**src/rtl/lsu_align_pkg.sv**
```systemverilog
package lsu_align_pkg;
  localparam logic [1:0] SZ_BYTE = 2'd0;
  localparam logic [1:0] SZ_HALF = 2'd1;
  localparam logic [1:0] SZ_WORD = 2'd2;

  function automatic logic [1:0] size_of(input logic [2:0] funct);
    return funct[1:0];
  endfunction

  function automatic logic st_code_bad(input logic [2:0] funct);
    return funct[2] | (funct[1:0] == 2'd3);
  endfunction

  // funct[2] means unsigned; only byte and half have unsigned forms
  function automatic logic ld_code_bad(input logic [2:0] funct);
    return (funct[1:0] == 2'd3) | (funct[2] & (funct[1:0] == SZ_WORD));
  endfunction
endpackage

```
**src/rtl/lsu_st_steer.sv**
```systemverilog
module lsu_st_steer
  import lsu_align_pkg::*;
#(
  parameter int DATA_W = 32,
  parameter int ADDR_W = 32
) (
  input  logic              clk_i,
  input  logic              rst_ni,
  input  logic              req_i,
  input  logic [2:0]        funct_i,
  input  logic [ADDR_W-1:0] addr_i,
  input  logic [DATA_W-1:0] data_i,
  output logic              valid_o,
  output logic [ADDR_W-1:0] addr_o,
  output logic [DATA_W/8-1:0] be_o,
  output logic [DATA_W-1:0] wdata_o,
  output logic              misal_o,
  output logic              illegal_o
);
  localparam int NB = DATA_W / 8;
  localparam int OW = $clog2(NB);

  logic [1:0]        sz;
  logic [OW-1:0]     off;
  logic [OW-1:0]     amask;
  logic              bad_c;
  logic              misal_c;
  logic [NB-1:0]     be_base;
  logic [NB-1:0]     be_c;
  logic [DATA_W-1:0] wdata_c;

  always_comb begin
    sz      = size_of(funct_i);
    off     = addr_i[OW-1:0];
    amask   = OW'((32'd1 << sz) - 32'd1);
    bad_c   = st_code_bad(funct_i);
    misal_c = !bad_c && ((off & amask) != '0);
    be_base = NB'((32'd1 << (32'd1 << sz)) - 32'd1);
    be_c    = (req_i && !bad_c && !misal_c) ? (be_base << off) : '0;
  end

  // each lane copies the source byte at its position modulo the access size
  for (genvar k = 0; k < NB; k++) begin : g_lane
    logic [OW-1:0] src;
    assign src = OW'(k) & amask;
    assign wdata_c[8*k +: 8] = data_i[8*src +: 8];
  end

  always_ff @(posedge clk_i or negedge rst_ni) begin
    if (!rst_ni) begin
      valid_o   <= 1'b0;
      addr_o    <= '0;
      be_o      <= '0;
      wdata_o   <= '0;
      misal_o   <= 1'b0;
      illegal_o <= 1'b0;
    end else begin
      valid_o   <= req_i;
      addr_o    <= {addr_i[ADDR_W-1:OW], {OW{1'b0}}};
      be_o      <= be_c;
      wdata_o   <= wdata_c;
      misal_o   <= req_i & misal_c;
      illegal_o <= req_i & bad_c;
    end
  end

  p_req_valid_r2: assert property (@(posedge clk_i) disable iff (!rst_ni)
    req_i |=> valid_o);
  p_fault_no_be_r6: assert property (@(posedge clk_i) disable iff (!rst_ni)
    (misal_o || illegal_o) |-> (be_o == '0));
  p_flags_excl_r7: assert property (@(posedge clk_i) disable iff (!rst_ni)
    !(misal_o && illegal_o));
  p_be_shape_r4: assert property (@(posedge clk_i) disable iff (!rst_ni)
    ($countones(be_o) == 0) || ($countones(be_o) == 1) ||
    ($countones(be_o) == 2) || ($countones(be_o) == NB));
  p_idle_quiet_r13: assert property (@(posedge clk_i) disable iff (!rst_ni)
    !valid_o |-> (be_o == '0 && !misal_o && !illegal_o));
  p_word_addr_r3: assert property (@(posedge clk_i) disable iff (!rst_ni)
    valid_o |-> (addr_o[ADDR_W-1:OW] == $past(addr_i[ADDR_W-1:OW])));
endmodule

```
**src/rtl/lsu_ld_extract.sv**
```systemverilog
module lsu_ld_extract
  import lsu_align_pkg::*;
#(
  parameter int DATA_W = 32
) (
  input  logic                       clk_i,
  input  logic                       rst_ni,
  input  logic                       req_i,
  input  logic [2:0]                 funct_i,
  input  logic [$clog2(DATA_W/8)-1:0] off_i,
  input  logic [DATA_W-1:0]          rdata_i,
  output logic                       valid_o,
  output logic [DATA_W-1:0]          data_o,
  output logic                       misal_o,
  output logic                       illegal_o
);
  localparam int NB = DATA_W / 8;
  localparam int OW = $clog2(NB);

  logic [1:0]        sz;
  logic [OW-1:0]     amask;
  logic              bad_c;
  logic              misal_c;
  logic              fill;
  logic [DATA_W-1:0] sh;
  logic [DATA_W-1:0] ext_c;

  always_comb begin
    sz      = size_of(funct_i);
    amask   = OW'((32'd1 << sz) - 32'd1);
    bad_c   = ld_code_bad(funct_i);
    misal_c = !bad_c && ((off_i & amask) != '0);
    sh      = rdata_i >> {off_i, 3'b000};
    fill    = 1'b0;
    ext_c   = sh;
    case (sz)
      SZ_BYTE: begin
        fill  = !funct_i[2] & sh[7];
        ext_c = {{(DATA_W-8){fill}}, sh[7:0]};
      end
      SZ_HALF: begin
        fill  = !funct_i[2] & sh[15];
        ext_c = {{(DATA_W-16){fill}}, sh[15:0]};
      end
      default: ext_c = sh;
    endcase
    if (bad_c || misal_c || !req_i) ext_c = '0;
  end

  always_ff @(posedge clk_i or negedge rst_ni) begin
    if (!rst_ni) begin
      valid_o   <= 1'b0;
      data_o    <= '0;
      misal_o   <= 1'b0;
      illegal_o <= 1'b0;
    end else begin
      valid_o   <= req_i;
      data_o    <= ext_c;
      misal_o   <= req_i & misal_c;
      illegal_o <= req_i & bad_c;
    end
  end

  p_ld_valid_r2: assert property (@(posedge clk_i) disable iff (!rst_ni)
    req_i |=> valid_o);
  p_ld_fault_zero_r11: assert property (@(posedge clk_i) disable iff (!rst_ni)
    (misal_o || illegal_o) |-> (data_o == '0));
  p_ld_flags_excl_r12: assert property (@(posedge clk_i) disable iff (!rst_ni)
    !(misal_o && illegal_o));
  p_ld_zext_byte_r8: assert property (@(posedge clk_i) disable iff (!rst_ni)
    (valid_o && $past(funct_i) == 3'b100) |-> (data_o[DATA_W-1:8] == '0));
  p_ld_zext_half_r9: assert property (@(posedge clk_i) disable iff (!rst_ni)
    (valid_o && $past(funct_i) == 3'b101) |-> (data_o[DATA_W-1:16] == '0));
  p_ld_idle_r13: assert property (@(posedge clk_i) disable iff (!rst_ni)
    !valid_o |-> (data_o == '0 && !misal_o && !illegal_o));
endmodule

```
**src/rtl/lsu_align_unit.sv**
```systemverilog
module lsu_align_unit #(
  parameter int DATA_W = 32,
  parameter int ADDR_W = 32
) (
  input  logic                        clk_i,
  input  logic                        rst_ni,
  input  logic                        st_req_i,
  input  logic [2:0]                  st_funct_i,
  input  logic [ADDR_W-1:0]           st_addr_i,
  input  logic [DATA_W-1:0]           st_data_i,
  input  logic                        ld_req_i,
  input  logic [2:0]                  ld_funct_i,
  input  logic [$clog2(DATA_W/8)-1:0] ld_off_i,
  input  logic [DATA_W-1:0]           ld_rdata_i,
  output logic [ADDR_W-1:0]           mem_addr_o,
  output logic [DATA_W/8-1:0]         mem_be_o,
  output logic [DATA_W-1:0]           mem_wdata_o,
  output logic                        st_valid_o,
  output logic                        st_misal_o,
  output logic                        st_illegal_o,
  output logic                        ld_valid_o,
  output logic [DATA_W-1:0]           ld_data_o,
  output logic                        ld_misal_o,
  output logic                        ld_illegal_o
);
  lsu_st_steer #(.DATA_W(DATA_W), .ADDR_W(ADDR_W)) u_st (
    .clk_i     (clk_i),
    .rst_ni    (rst_ni),
    .req_i     (st_req_i),
    .funct_i   (st_funct_i),
    .addr_i    (st_addr_i),
    .data_i    (st_data_i),
    .valid_o   (st_valid_o),
    .addr_o    (mem_addr_o),
    .be_o      (mem_be_o),
    .wdata_o   (mem_wdata_o),
    .misal_o   (st_misal_o),
    .illegal_o (st_illegal_o)
  );

  lsu_ld_extract #(.DATA_W(DATA_W)) u_ld (
    .clk_i     (clk_i),
    .rst_ni    (rst_ni),
    .req_i     (ld_req_i),
    .funct_i   (ld_funct_i),
    .off_i     (ld_off_i),
    .rdata_i   (ld_rdata_i),
    .valid_o   (ld_valid_o),
    .data_o    (ld_data_o),
    .misal_o   (ld_misal_o),
    .illegal_o (ld_illegal_o)
  );
endmodule

```
**config.mk**
```make
export PLATFORM = sky130hd
export DESIGN_NAME = lsu_align_unit
export DESIGN_NICKNAME = d
export VERILOG_FILES = /design/src/rtl/lsu_align_pkg.sv /design/src/rtl/lsu_st_steer.sv /design/src/rtl/lsu_ld_extract.sv /design/src/rtl/lsu_align_unit.sv
export SDC_FILE = /design/constraint.sdc
export NUM_CORES = 1
export LEC_CHECK = 0
export BUFFER_PORTS_ARGS = -buffer_cell sky130_fd_sc_hd__buf_2
export CAP_MARGIN = 5
export CORE_ASPECT_RATIO = 1.5
export CORE_MARGIN = 5
export CORE_UTILIZATION = 48
export DETAILED_ROUTE_END_ITERATION = 10
export PLACE_DENSITY = 0.95
export SLEW_MARGIN = 20
export SYNTH_ARGS = -nofsm -noshare
export SYNTH_HDL_FRONTEND = slang
export SYNTH_SLANG_ARGS = --single-unit
```
**constraint.sdc**
```tcl
create_clock -name clk_i -period 0.8 [get_ports clk_i]
set_input_delay 0.04 -clock clk_i [delete_from_list [all_inputs] [get_ports clk_i]]
set_output_delay 0.04 -clock clk_i [all_outputs]
set_load 0.02 [all_outputs]
```
# Word-level counts from Yosys, hierarchy flattened
# Cells that the tools add are included.
# totals
ff_bits	104
in_bits	108
output_inout_bits	106
wordCells	53
# op_classes
addsub	3
n_eq_ne	4
n_shift	8
muxes	3
bitwise	11
reduce_logical	14
# ops
op	n
$pmux W32 S2	1
$shiftx A32 B6 Y8	2
$mux W32	1
$shiftx A32 B5 Y8	1
$shl A1 B2 Y32 const A	1
$shl A1 B32 Y4 const A	1
$shr A32 B5 Y32	1
$and A1 B1 Y1	7
$eq A2 B2 Y1 const B	3
$logic_not A1 Y1	5
$and A2 B2 Y2	2
$logic_and A1 B1 Y1	4
$mux W4	1
$reduce_bool A2 Y1	2
$shl A4 B2 Y4	1
$sub A2 B1 Y2 const B	2
$sub A4 B1 Y4 const B	1
$eq A2 B1 Y1 const B	1
$logic_not A2 Y1	1
$logic_or A1 B1 Y1	2
$or A1 B1 Y1	2
$shl A1 B2 Y2 const A	1

# Depth between registers and ports, before layout
# logic_depth
word_depth	8
ltp_mapped	8

# By module
# Synthesis repeated with hierarchy kept, for this count alone.
# unflattened
hier_cells	317
area_unflattened_um2	4110.2
# modules_own_cells
module	instances	cells_each	area_per_inst_um2	seq_area_each_um2
lsu_st_steer	1	146	2318.5	1726.7
lsu_ld_extract	1	171	1791.7	875.8

# Worst setup path after synthesis
# No wires, ideal clock.
# synth_path
path_type	input-to-reg
startpoint	in st_funct_i[1]
endpoint	reg u_st.wdata_o[17]
arrival_ns	1.486
required_time_ns	0.675
setup_slack_ns	-0.811
path_stages	6
cell_sequence	nor2_2 inv_2 ha_1 clkbuf_1 clkbuf_1 mux2_2
# synth_via
elab_chain_cells	3
# synth_rtl
element	line	source
from (decl)	lsu_align_unit.sv:8	input logic [2:0] st_funct_i,
$shl A1 B2 Y32	--	
$sub A2 B1 Y2	lsu_st_steer.sv:35	amask = OW'((32'd1 << sz) - 32'd1);
$shiftx A32 B6 Y8	lsu_st_steer.sv:46	assign wdata_c[8*k +: 8] = data_i[8*src +: 8];
net u_st.wdata_c[17]	lsu_st_steer.sv:30	logic [DATA_W-1:0] wdata_c;
to (signal assigned)	lsu_st_steer.sv:61	wdata_o <= wdata_c;
to (decl)	lsu_st_steer.sv:16	output logic [DATA_W-1:0] wdata_o,
# The timed path passes the listed nets, and every way through them passes these cells.

# Worst setup path in the final report
# layout_path
startpoint	in ld_funct_i[0]
endpoint	reg u_ld.data_o[18]
# layout_via
elab_chain_cells	8
word_cells_on_any_way	16
# layout_rtl
element	line	source
from (decl)	lsu_align_unit.sv:12	input logic [2:0] ld_funct_i,
$shl A1 B2 Y2 or $eq A2 B2 Y1 (tied branches)	lsu_ld_extract.sv:30, lsu_align_pkg.sv:16	
$sub A2 B1 Y2 or $and A1 B1 Y1 (tied branches)	lsu_ld_extract.sv:30, lsu_align_pkg.sv:16	
$and A2 B2 Y2 or $or A1 B1 Y1 (tied branches)	lsu_ld_extract.sv:32, lsu_align_pkg.sv:16	
$reduce_bool A2 Y1 or $logic_not A1 Y1 (tied branches)	lsu_ld_extract.sv:32	misal_c = !bad_c && ((off_i & amask) != '0);
$logic_and A1 B1 Y1	lsu_ld_extract.sv:32	
$logic_or A1 B1 Y1 (2 in series)	lsu_ld_extract.sv:47	if (bad_c || misal_c || !req_i) ext_c = '0;
$mux W32 (*)	lsu_ld_extract.sv:47	
net u_ld.ext_c[18]	lsu_ld_extract.sv:26	logic [DATA_W-1:0] ext_c;
to (signal assigned)	lsu_ld_extract.sv:58	data_o <= ext_c;
to (decl)	lsu_ld_extract.sv:13	output logic [DATA_W-1:0] data_o,
# Mark *: on every way through the listed nets, which the timed path passes. The rest lies on a longest branch.

==> results.ini <==
[setup_path]
start_kind = primary input
cp_num_buf_inv = 1
worstPathArrival_ns = 1.53
worstSetupPathType = primary input to register
path_cells = buf_6 -> or2_4 -> ha_4 -> nor2b_4 -> nand4b_4 -> nand3b_4 -> o21ai_1
slowest_delay_ns = 0.29
required_ns = 1.04
endpoint_kind = register
slowest_stage = nand3b_4
cp_max_fo = 8
cp_top_family = simple AND/OR/NAND/NOR gates

[pwr]
p_leak_nw = 3.90
power_density_mw_per_mm2 = 1800
sequentialPowerShare_pct = 41.4
p_sw_mw = 4.23
internal_power_mw = 9.75
p_sw_share_pct = 30.3
clkPwrFrac_pct = 32.9
combPwrFrac_pct = 25.7
ir_drop_v = 0.00168
power_mw = 14.0

[finish]
final.fill_count = 246
postLayoutCoreUtil_pct = 93.7
final_common_cell = buf_6
final_cell_mix = 118 x buf_6, 104 x dfrtp_1, 102 x buf_2
nNetsFinal = 750
area_delta_synth_final_pct = 93.1
stdcell_count = 751
final_layout_size_suffix_gt1_share_pct = 59.9

[logic_synthesis]
synth_top_area_share_pct = 64.6
yosysUniqueCellTypes = 41
synth_async_sr_flop_share_pct = 100
yosysWarningCount = 0
postSynthAreaPerCell_um2 = 13.4
synth_edf_count = 0
synth_cells = 300
synth-seq-cells = 104
yosys-top-cells-area = dfrtp_1 65%, mux2i_1 6.2%, mux2_2 4.5%
netlist.top_cell.by_area = dfrtp_1
synth_ff_type = dfrtp_1
yosysSeqAreaShare_pct = 64.6
syn_area_mm2 = 0.00403

[routing]
vias = 4611
ant_nets = 0
wl_met1_um = 7920
vias_per_cell = 6.14
drt_wl_total_um = 23800
dr.first_iter.drc_count = 519
wl_met2_um = 11500
drcViolationCount = 0
route.met3.wl_um = 2530
wire_per_inst_um = 31.6
top_layer = met4
first_pass_iters = 5

[die]
die_x_um = 84.8
die_area_mm2 = 0.0104
core_mm2 = 0.00831
rows = 41
initial_core_util_pct = 48.5
die_h_um = 122
io_pins = 214

[placement]
gp_congestion = 1.08
dp.cells = 659
port_buffers = 211
hpwl_um = 10700
dp_slack_ns = -0.651

[clock_network]
cts.sinks = 104
root_buffer = clkbuf_16
cts_made_buffers = 9
clock_path_buffers = 2
cts_tree = yes
htreeDepth = 3
path_clk_slew_ns = 0.07

[sta]
period_share_pct = 161
rsz0062_at_grt = true
fin_ws_ns = -0.486
hold_viol_final = 3
finalCriticalPeriod_ns = 1.29
whs_ns = -0.0250
worst_slew_pin_slew_ns = 0.766
maxSlewHeadroom_pct = 48.5
fmax_ghz = 0.778
setup_tns_ns = -26.77
drv_slew = 0
finalSetupViolCount = 160

[global_routing]
grt_overflow_total = 0
grt_pass1_vias = 4594
antenna_found_initial = 0
track_usage_pct = 36.9
grt_max_degree = 40
grt_pass1_wl_um = 28100

[run_status]
outcome = finished with violations
failed_checks = negative hold slack, negative setup slack

[hold_path]
hp-class = primary input to register

[run]
cap_viol_max_count = 0

-- cell families after synthesis --
kind of cell    count (synthesis)  share of synthesized area [%]
flops                         104                           64.6
xor+xnor                        3                          0.652
buf+inv                        20                           2.45
other cells                     1                         0.0930
compound gates                 65                           10.7
fa+ha+maj                       4                           1.24
mux                            42                           11.0
simple gates                   61                           9.28
-- layout make-up --
type / instances / area, um2 / area share (%)
antenna: 1 / 2.50 / 0.0321
timing repair buffer: 341 / 3000 / 38.6
sequential: 104 / 2600 / 33.4
clock buffer: 10 / 229 / 2.94
inverter: 5 / 21.3 / 0.273
clock inverter: 6 / 66.3 / 0.852
multi-input combinational: 177 / 1730 / 22.2
tap: 107 / 134 / 1.72
-- Yosys cell counts (all sizes together), types with 2 or more instances --
master / number
a211oi: 14
a21o: 8
a21oi: 11
and2: 7
buf: 11
clkbuf: 4
dfrtp: 104
ha: 4
inv: 5
mux2: 16
mux2i: 26
nand2: 14
nand2b: 3
nand3b: 2
nor2: 11
nor2b: 13
nor3: 4
nor4b: 2
o21ai: 28
xnor2: 3
-- registers in the layout, indices dropped and copies added, names as in the netlist --
name	count
u_ld.data_o	32
u_st.wdata_o	32
u_st.addr_o	30
u_st.be_o	4
u_ld.illegal_o	1
u_ld.misal_o	1
u_ld.valid_o	1
u_st.illegal_o	1
u_st.misal_o	1
u_st.valid_o	1
-- repair_timing --
| action | CTS | global route |
|---|---|---|
| gates cloned | 1 | 1 |
| setup buffers | 5 | 11 |
| setup endpoints to repair | 156 | 161 |
| hold buffers | 55 | 7 |
| resized for setup | 243 | 51 |
| pin swaps | 10 | 8 |
| hold endpoints to repair | 167 | 11 |
-- power by group through the flow --
stage          Combinational [mW]  Sequential (mW)  Clock, mW
2_1_floorplan               0.749             6.12          0
3_3_place_gp                 2.19             5.72          0
3_5_place_dp                 2.28             5.74          0
4_1_cts                      3.04             5.72       4.39
5_1_grt                      3.67             5.80       4.77
6_report                     3.60             5.79       4.59
-- per-stage QoR --
| step | instance area (um2) | hold slack [ns] |
|---|---|---|
| after global placement | 5740 | -0.0935 |
| after CTS | 7450 | -0.0548 |
| after global routing | 7780 | -0.0418 |
| after detailed placement | 5740 | -0.0943 |
| final | 7780 | -0.0250 |
| after floorplan | 4230 | -0.256 |
-- metal layers --
metal  vias up  track usage, %
li1       1714               -
met1      2250            41.8
met2       501            63.3
met3       146            9.74
met4         0            19.7
met5         -               0
-- path summary, 6_finish.rpt --
check	end	start	slack, ns	cells past startpoint
hold / removal	u_st.wdata_o[8]$_DFF_PN0_	st_data_i[8]	-0.02	2
max in group asynchronous	u_st.wdata_o[22]$_DFF_PN0_	rst_ni	0.13	3
setup / recovery	u_ld.data_o[18]$_DFF_PN0_	ld_funct_i[0]	-0.49	7
min in group asynchronous	u_st.wdata_o[5]$_DFF_PN0_	rst_ni	0.13	2
(Power assumes the default switching activity.)
